### config.mk
export PLATFORM = sky130hd
export DESIGN_NAME = gated_slave_timer
export DESIGN_NICKNAME = d
export VERILOG_FILES = /design/src/rtl/gst_pkg.sv /design/src/rtl/gst_regs.sv /design/src/rtl/gst_trig_gate.sv /design/src/rtl/gst_prescaler.sv /design/src/rtl/gst_counter.sv /design/src/rtl/gated_slave_timer.sv
export SDC_FILE = /design/constraint.sdc
export NUM_CORES = 1
export LEC_CHECK = 0
export ABC_AREA = 1
export BUFFER_PORTS_ARGS = -buffer_cell sky130_fd_sc_hd__buf_4
export CAP_MARGIN = 20
export CORE_AREA = 3 3 108 110
export CTS_BUF_LIST = sky130_fd_sc_hd__clkbuf_16
export CTS_CLUSTER_SIZE = 25
export DETAILED_ROUTE_END_ITERATION = 6
export DIE_AREA = 0 0 111 113
export HOLD_SLACK_MARGIN = 0.08
export SYNTH_ARGS = -nofsm -noshare
export SYNTH_HDL_FRONTEND = slang
export SYNTH_HIERARCHICAL = 1
export SYNTH_SLANG_ARGS = --single-unit
### constraint.sdc
create_clock -name clk -period 4.5 [get_ports clk]
set_input_delay 1.35 -clock clk [delete_from_list [all_inputs] [get_ports clk]]
set_output_delay 1.35 -clock clk [all_outputs]
set_load 0.01 [all_outputs]
### src/rtl/gst_pkg.sv
package gst_pkg;

   localparam int ADDR_W = 3;
   localparam int FIELD_W = 3;

   localparam logic [FIELD_W-1:0] SM_FREE  = 3'b000;
   localparam logic [FIELD_W-1:0] SM_GATED = 3'b101;

   localparam int MODE_SMS_LSB = 0;
   localparam int MODE_TS_LSB  = 4;

   typedef enum logic [ADDR_W-1:0] {
      RA_CTRL = 3'd0,
      RA_MODE = 3'd1,
      RA_CNT  = 3'd2,
      RA_PSC  = 3'd3,
      RA_ARR  = 3'd4,
      RA_STAT = 3'd5,
      RA_EVT  = 3'd6
   } reg_addr_e;

   typedef struct packed {
      logic               run;
      logic [FIELD_W-1:0] sms;
      logic [FIELD_W-1:0] tsel;
   } ctl_t;

endpackage

### src/rtl/gst_regs.sv
module gst_regs
   import gst_pkg::*;
#(
   parameter int CNT_W = 16
) (
   input  logic              clk,
   input  logic              rst_n,
   input  logic              wr_en,
   input  logic [ADDR_W-1:0] wr_addr,
   input  logic [CNT_W-1:0]  wr_data,
   output ctl_t              ctl,
   output logic [CNT_W-1:0]  ratio,
   output logic [CNT_W-1:0]  reload,
   output logic              ug_pulse,
   output logic              load_pulse,
   output logic              clr_pulse
);

   localparam int TS_HI  = MODE_TS_LSB + FIELD_W - 1;
   localparam int SMS_HI = MODE_SMS_LSB + FIELD_W - 1;

   if (CNT_W <= TS_HI) begin : g_bad_width
      $error("gst_regs: CNT_W too narrow for mode fields");
   end

   reg_addr_e addr;
   assign addr = reg_addr_e'(wr_addr);

   always_ff @(posedge clk or negedge rst_n) begin
      if (!rst_n) begin
         ctl    <= '0;
         ratio  <= '0;
         reload <= '1;
      end else if (wr_en) begin
         case (addr)
            RA_CTRL: ctl.run <= wr_data[0];
            RA_MODE: begin
               ctl.sms  <= wr_data[SMS_HI:MODE_SMS_LSB];
               ctl.tsel <= wr_data[TS_HI:MODE_TS_LSB];
            end
            RA_PSC:  ratio  <= wr_data;
            RA_ARR:  reload <= wr_data;
            default: ;
         endcase
      end
   end

   always_comb begin
      ug_pulse   = wr_en && (addr == RA_EVT) && wr_data[0];
      load_pulse = wr_en && (addr == RA_CNT);
      clr_pulse  = wr_en && (addr == RA_STAT) && !wr_data[0];
   end

endmodule

### src/rtl/gst_trig_gate.sv
module gst_trig_gate
   import gst_pkg::*;
#(
   parameter int N_TRIG = 4,
   parameter int STAGES = 1
) (
   input  logic               clk,
   input  logic               rst_n,
   input  logic [N_TRIG-1:0]  trig_in,
   input  logic [FIELD_W-1:0] tsel,
   output logic               gate
);

   localparam int MAX_TRIG = 1 << FIELD_W;

   if (N_TRIG < 1 || N_TRIG > MAX_TRIG) begin : g_bad_ntrig
      $error("gst_trig_gate: N_TRIG out of range");
   end
   if (STAGES < 1) begin : g_bad_stages
      $error("gst_trig_gate: STAGES must be at least 1");
   end

   logic [N_TRIG-1:0] hit;
   logic              picked;

   for (genvar i = 0; i < N_TRIG; i++) begin : g_sel
      assign hit[i] = trig_in[i] && (tsel == FIELD_W'(i));
   end

   assign picked = |hit;

   if (STAGES == 1) begin : g_one
      logic q;
      always_ff @(posedge clk or negedge rst_n) begin
         if (!rst_n) q <= 1'b0;
         else        q <= picked;
      end
      assign gate = q;
   end else begin : g_chain
      logic [STAGES-1:0] sh;
      always_ff @(posedge clk or negedge rst_n) begin
         if (!rst_n) sh <= '0;
         else        sh <= {sh[STAGES-2:0], picked};
      end
      assign gate = sh[STAGES-1];
   end

endmodule

### src/rtl/gst_prescaler.sv
module gst_prescaler #(
   parameter int CNT_W = 16
) (
   input  logic             clk,
   input  logic             rst_n,
   input  logic             active,
   input  logic             clear,
   input  logic [CNT_W-1:0] ratio,
   output logic             tick,
   output logic [CNT_W-1:0] phase
);

   logic at_end;
   assign at_end = (phase >= ratio);
   assign tick   = active && at_end;

   always_ff @(posedge clk or negedge rst_n) begin
      if (!rst_n)       phase <= '0;
      else if (clear)   phase <= '0;
      else if (active)  phase <= at_end ? '0 : phase + 1'b1;
   end

   AST_PHASE_FROZEN: assert property (@(posedge clk) disable iff (!rst_n)
      (!active && !clear) |=> $stable(phase));

   AST_PHASE_CLEARED: assert property (@(posedge clk) disable iff (!rst_n)
      clear |=> (phase == '0));

endmodule

### src/rtl/gst_counter.sv
module gst_counter #(
   parameter int CNT_W = 16
) (
   input  logic             clk,
   input  logic             rst_n,
   input  logic             tick,
   input  logic             ug,
   input  logic             load,
   input  logic [CNT_W-1:0] load_val,
   input  logic [CNT_W-1:0] reload,
   input  logic             flag_clr,
   output logic [CNT_W-1:0] cnt,
   output logic             flag
);

   logic wrap;
   logic set_evt;

   assign wrap    = (cnt == reload);
   assign set_evt = tick && wrap && !ug && !load;

   always_ff @(posedge clk or negedge rst_n) begin
      if (!rst_n)     cnt <= '0;
      else if (ug)    cnt <= '0;
      else if (load)  cnt <= load_val;
      else if (tick)  cnt <= wrap ? '0 : cnt + 1'b1;
   end

   always_ff @(posedge clk or negedge rst_n) begin
      if (!rst_n)        flag <= 1'b0;
      else if (set_evt)  flag <= 1'b1;
      else if (flag_clr) flag <= 1'b0;
   end

   AST_WRAP_TO_ZERO: assert property (@(posedge clk) disable iff (!rst_n)
      (tick && !ug && !load && cnt == reload) |=> (cnt == '0 && flag));

   AST_LOAD_TAKES: assert property (@(posedge clk) disable iff (!rst_n)
      (load && !ug) |=> (cnt == $past(load_val)));

   AST_FLAG_STICKY: assert property (@(posedge clk) disable iff (!rst_n)
      (flag && !flag_clr) |=> flag);

endmodule

### src/rtl/gated_slave_timer.sv
module gated_slave_timer
   import gst_pkg::*;
#(
   parameter int CNT_W       = 16,
   parameter int N_TRIG      = 4,
   parameter int TRIG_STAGES = 1
) (
   input  logic              clk,
   input  logic              rst_n,
   input  logic              wr_en,
   input  logic [ADDR_W-1:0] wr_addr,
   input  logic [CNT_W-1:0]  wr_data,
   input  logic [N_TRIG-1:0] trig_in,
   output logic [CNT_W-1:0]  count_o,
   output logic              update_flag_o
);

   if (CNT_W < 8) begin : g_bad_cnt
      $error("gated_slave_timer: CNT_W must be at least 8");
   end

   ctl_t             ctl;
   logic [CNT_W-1:0] ratio;
   logic [CNT_W-1:0] reload;
   logic             ug_pulse;
   logic             load_pulse;
   logic             clr_pulse;
   logic             gate;
   logic             mode_ok;
   logic             active;
   logic             tick;
   logic [CNT_W-1:0] phase;

   gst_regs #(.CNT_W(CNT_W)) i_regs (
      .clk        (clk),
      .rst_n      (rst_n),
      .wr_en      (wr_en),
      .wr_addr    (wr_addr),
      .wr_data    (wr_data),
      .ctl        (ctl),
      .ratio      (ratio),
      .reload     (reload),
      .ug_pulse   (ug_pulse),
      .load_pulse (load_pulse),
      .clr_pulse  (clr_pulse)
   );

   gst_trig_gate #(.N_TRIG(N_TRIG), .STAGES(TRIG_STAGES)) i_gate (
      .clk     (clk),
      .rst_n   (rst_n),
      .trig_in (trig_in),
      .tsel    (ctl.tsel),
      .gate    (gate)
   );

   always_comb begin
      case (ctl.sms)
         SM_FREE:  mode_ok = 1'b1;
         SM_GATED: mode_ok = gate;
         default:  mode_ok = 1'b0;
      endcase
      active = ctl.run && mode_ok;
   end

   gst_prescaler #(.CNT_W(CNT_W)) i_psc (
      .clk    (clk),
      .rst_n  (rst_n),
      .active (active),
      .clear  (ug_pulse),
      .ratio  (ratio),
      .tick   (tick),
      .phase  (phase)
   );

   gst_counter #(.CNT_W(CNT_W)) i_cnt (
      .clk      (clk),
      .rst_n    (rst_n),
      .tick     (tick),
      .ug       (ug_pulse),
      .load     (load_pulse),
      .load_val (wr_data),
      .reload   (reload),
      .flag_clr (clr_pulse),
      .cnt      (count_o),
      .flag     (update_flag_o)
   );

   AST_HOLD_IDLE: assert property (@(posedge clk) disable iff (!rst_n)
      (!active && !ug_pulse && !load_pulse) |=> $stable(count_o));

   AST_UG_RESTART: assert property (@(posedge clk) disable iff (!rst_n)
      ug_pulse |=> (count_o == '0 && phase == '0));

   AST_UG_NO_FLAG: assert property (@(posedge clk) disable iff (!rst_n)
      (ug_pulse && !update_flag_o) |=> !update_flag_o);

   AST_STEP_ONE: assert property (@(posedge clk) disable iff (!rst_n)
      (tick && !ug_pulse && !load_pulse && count_o != reload)
      |=> (count_o == CNT_W'($past(count_o) + 1'b1)));

   AST_OTHER_MODE_STOP: assert property (@(posedge clk) disable iff (!rst_n)
      (ctl.sms != SM_FREE && ctl.sms != SM_GATED && !ug_pulse && !load_pulse)
      |=> $stable(count_o));

endmodule

==> results.sh <==
export IMPL_drive_above_1_share_pct=15.9
export IMPL_leakage_uw=0.00307
export IMPL_io_pins=43
export IMPL_slew_headroom_pct=35.8
export IMPL_ys_warn_count=6
export IMPL_cts_root_buf="clkbuf_16"
export IMPL_first_global_vias=4359
export IMPL_drc_errors=0
export IMPL_crit_fanout=17
export IMPL_required_ps=4770
export IMPL_cts_setup_buffers=0
export IMPL_fill_cells=1049
export IMPL_dr_pass1_iters=6
export IMPL_synth_compound_area_share_pct=2.40
export IMPL_max_freq_ghz=0.309
export IMPL_hp_class="flop to flop"
export IMPL_globalplace_congestion=0.877
export IMPL_synth_top_cell_area_share_pct=29.4
export IMPL_synth_top_family_by_area="simple AND/OR/NAND/NOR gates"
export IMPL_routed_wl_mm=12.6
export IMPL_antenna_found_initial=0
export IMPL_critPathKind="primary input to flop"
export IMPL_io_buffers=42
export IMPL_synth_xor_area_share_pct=3.43
export IMPL_crit_path_end_kind="flop"
export IMPL_synth_enable_flop_cells=0
export IMPL_irDropWorstVdd_uv=204
export IMPL_synth_cell_types=33
export IMPL_ys_flop_type="dfrtp_1"
export IMPL_final_nets=794
export IMPL_tritoncts="done"
export IMPL_synth_mux_area_share_pct=0
export IMPL_grt_overflow=0
export IMPL_syn_inst=711
export IMPL_synth_fp_nets=755
export IMPL_grt_start_max_net_pins=74
export IMPL_via_per_inst=4.92
export IMPL_layout_cells_non_filler=895
export IMPL_finalSetupTns_ps=0
export IMPL_synth_seq_cells=73
export IMPL_clkTransAtPathRegs_ps=60
export IMPL_tightest_slew_ps=963
export IMPL_p_per_area_nw_per_um2=433
export IMPL_multi_input_area_sq_um=2590
export IMPL_wl_per_cell_um=14.1
export IMPL_syn_cell_area_sq_um=4850
export IMPL_syn_to_final_growth_pct=14.5
export IMPL_r2r_start="i_psc/phase[3]"
export IMPL_die_h_um=113
export IMPL_synthAdderAreaFrac_pct=4.64
export IMPL_clock_sinks=73
export IMPL_start_util_pct=45.0
export IMPL_synth_seq_area_share_pct=38.0
export IMPL_seqCellArea_sq_um=1850
export IMPL_fin_hold_ws_ps=472
export IMPL_setup_worst_path_start="wr_addr[0]"
export IMPL_syn_avg_cell_area_sq_um=6.83
export IMPL_fin_skew_ps=6.95
export IMPL_yosysTopAreaCell="dfrtp_1"
export IMPL_diodes=0
export IMPL_num_vias=4403
export IMPL_drv_cap=0
export IMPL_fin_crit_ps=3230
export IMPL_rows=38
export IMPL_outcome="complete, no violations"
export IMPL_slew_viol_final=0
export IMPL_dp_hpwl_mm=8.91
export IMPL_grt_use_total_pct=21.2
export IMPL_finalSetupViolations=0
export IMPL_cp_arrival_ps=3500
export IMPL_synthTopCellsByArea="dfrtp_1 (29%), nand2_1 (23%), dfstp_2 (8.7%)"
export IMPL_worstSetupStartpointType="primary input"
export IMPL_fp_dieW_um=111
export IMPL_utilization_pct=51.5
export IMPL_hold_path_startpoint="i_regs/ctl[2]"
export IMPL_first_iter_violations=290
export IMPL_grt_pass1_wl_mm=21.5
export IMPL_period_share_pct=71.8
export IMPL_hold_violations=0
export IMPL_worstSkewPairLatency_ps=340
export IMPL_postRouteAntennaNets=0
export IMPL_placed_cells=879
export IMPL_rsz0062_at_grt="no"
export IMPL_post_cts_resized=0
export IMPL_clock_path_buffers=2
export IMPL_synth_most_common_cell="nand2_1"
export IMPL_cts_htree_levels=3
export IMPL_yosys_area_share_simple_pct=42.9
export IMPL_dieArea_sq_um=12500
export IMPL_cts_hold_buf=0
export IMPL_cts_buffers=9
export IMPL_async_flop_share_pct=100
export IMPL_synthTopCellsByCount="nand2_1 (303), inv_1 (69), nor2_1 (69), dfrtp_1 (57), nand3_1 (41)"
export IMPL_core_sq_um=10800
## sequential cells by signal, indices dropped and copies added (netlist names)
signal	cells
i_psc/phase	16
i_cnt/flag	1
i_cnt/cnt	16
i_regs/reload	16
i_regs/ctl	7
i_gate/gate	1
i_regs/ratio	16
## cell type report
cell class	instances	area share [%]
Clock inverter	7	1.46
Clock buffer	9	4.05
Inverter	82	5.54
Timing Repair Buffer	44	5.94
Tap cell	140	3.15
Multi-Input combinational cell	540	46.6
Sequential cell	73	33.2
## power by group
part / switching [uW] / internal, uW
clock network: 279 / 477
logic: 385 / 288
registers: 169 / 805
total: 833 / 1570
## layout by cell type, fill, tap and decap left out
cell type,n
nand2_1,303
xor2_1,18
o21a_1,1
nor3_1,1
bufinv_16,2
clkinv_1,5
nor3_2,1
clkbuf_16,9
nor2_1,69
or2_1,1
nor2_2,11
nand3_1,41
o22ai_1,1
o21ai_1,4
inv_1,72
nand2_4,1
ha_1,18
nor2b_1,2
inv_2,8
xnor2_1,1
a21oi_1,9
nor2_4,8
buf_4,44
nand2_2,17
o21bai_1,1
nand3_2,1
o21ai_0,6
dfstp_2,16
nor3b_1,1
nand4_1,22
nand3b_1,2
clkinv_2,2
dfrtp_1,57
## stage by stage
step / total power, uW / setup WS (ps) / instance area (sq um)
6_report: 2400 / 1270 / 5560
5_1_grt: 2580 / 1040 / 5560
4_1_cts: 2430 / 1270 / 5560
3_5_place_dp: 1660 / 902 / 5250
3_3_place_gp: 1640 / 1050 / 5250
2_1_floorplan: 1410 / 1630 / 4850
## metal layers
layer | GRT usage, % | routed length [um]
met5 | 0 | 0
met2 | 35.7 | 6000
met3 | 3.16 | 466
met1 | 27.8 | 5920
met4 | 7.72 | 198
## critical path, stage by stage
cell and delay (ps):
buf_4 130, inv_1 110, nand2_1 90, nor2_1 620, nor3_2 110, buf_4 230, nor2_2 330, inv_1 240
nor2_1 140, nand2_1 80, nand2_1 60
## logic make-up (layout without fill, tap and decap cells)
| logic type | after synthesis | count (layout) |
|---|---|---|
| and+or+nand+nor | 481 | 481 |
| buffers and inverters | 98 | 142 |
| DFF | 73 | 73 |
| AOI/OAI and AO/OA | 22 | 22 |
| xor gates and xnor gates | 19 | 19 |
| adders and majority gates | 18 | 18 |
## final timing paths
check / end / slack [ps] / cells past startpoint
hold / removal: i_regs/ctl[2] / 470 / 2
max in group asynchronous: i_regs/ratio[15] / 2710 / 1
setup / recovery: i_cnt/cnt[3] / 1270 / 11
min in group asynchronous: i_psc/phase[1] / 1160 / 1
hold reg to reg: i_regs/ctl[2] / 470 / 2
setup reg to reg: i_cnt/cnt[3] / 1590 / 16
Note: power is estimated with default switching activity, not from simulation.
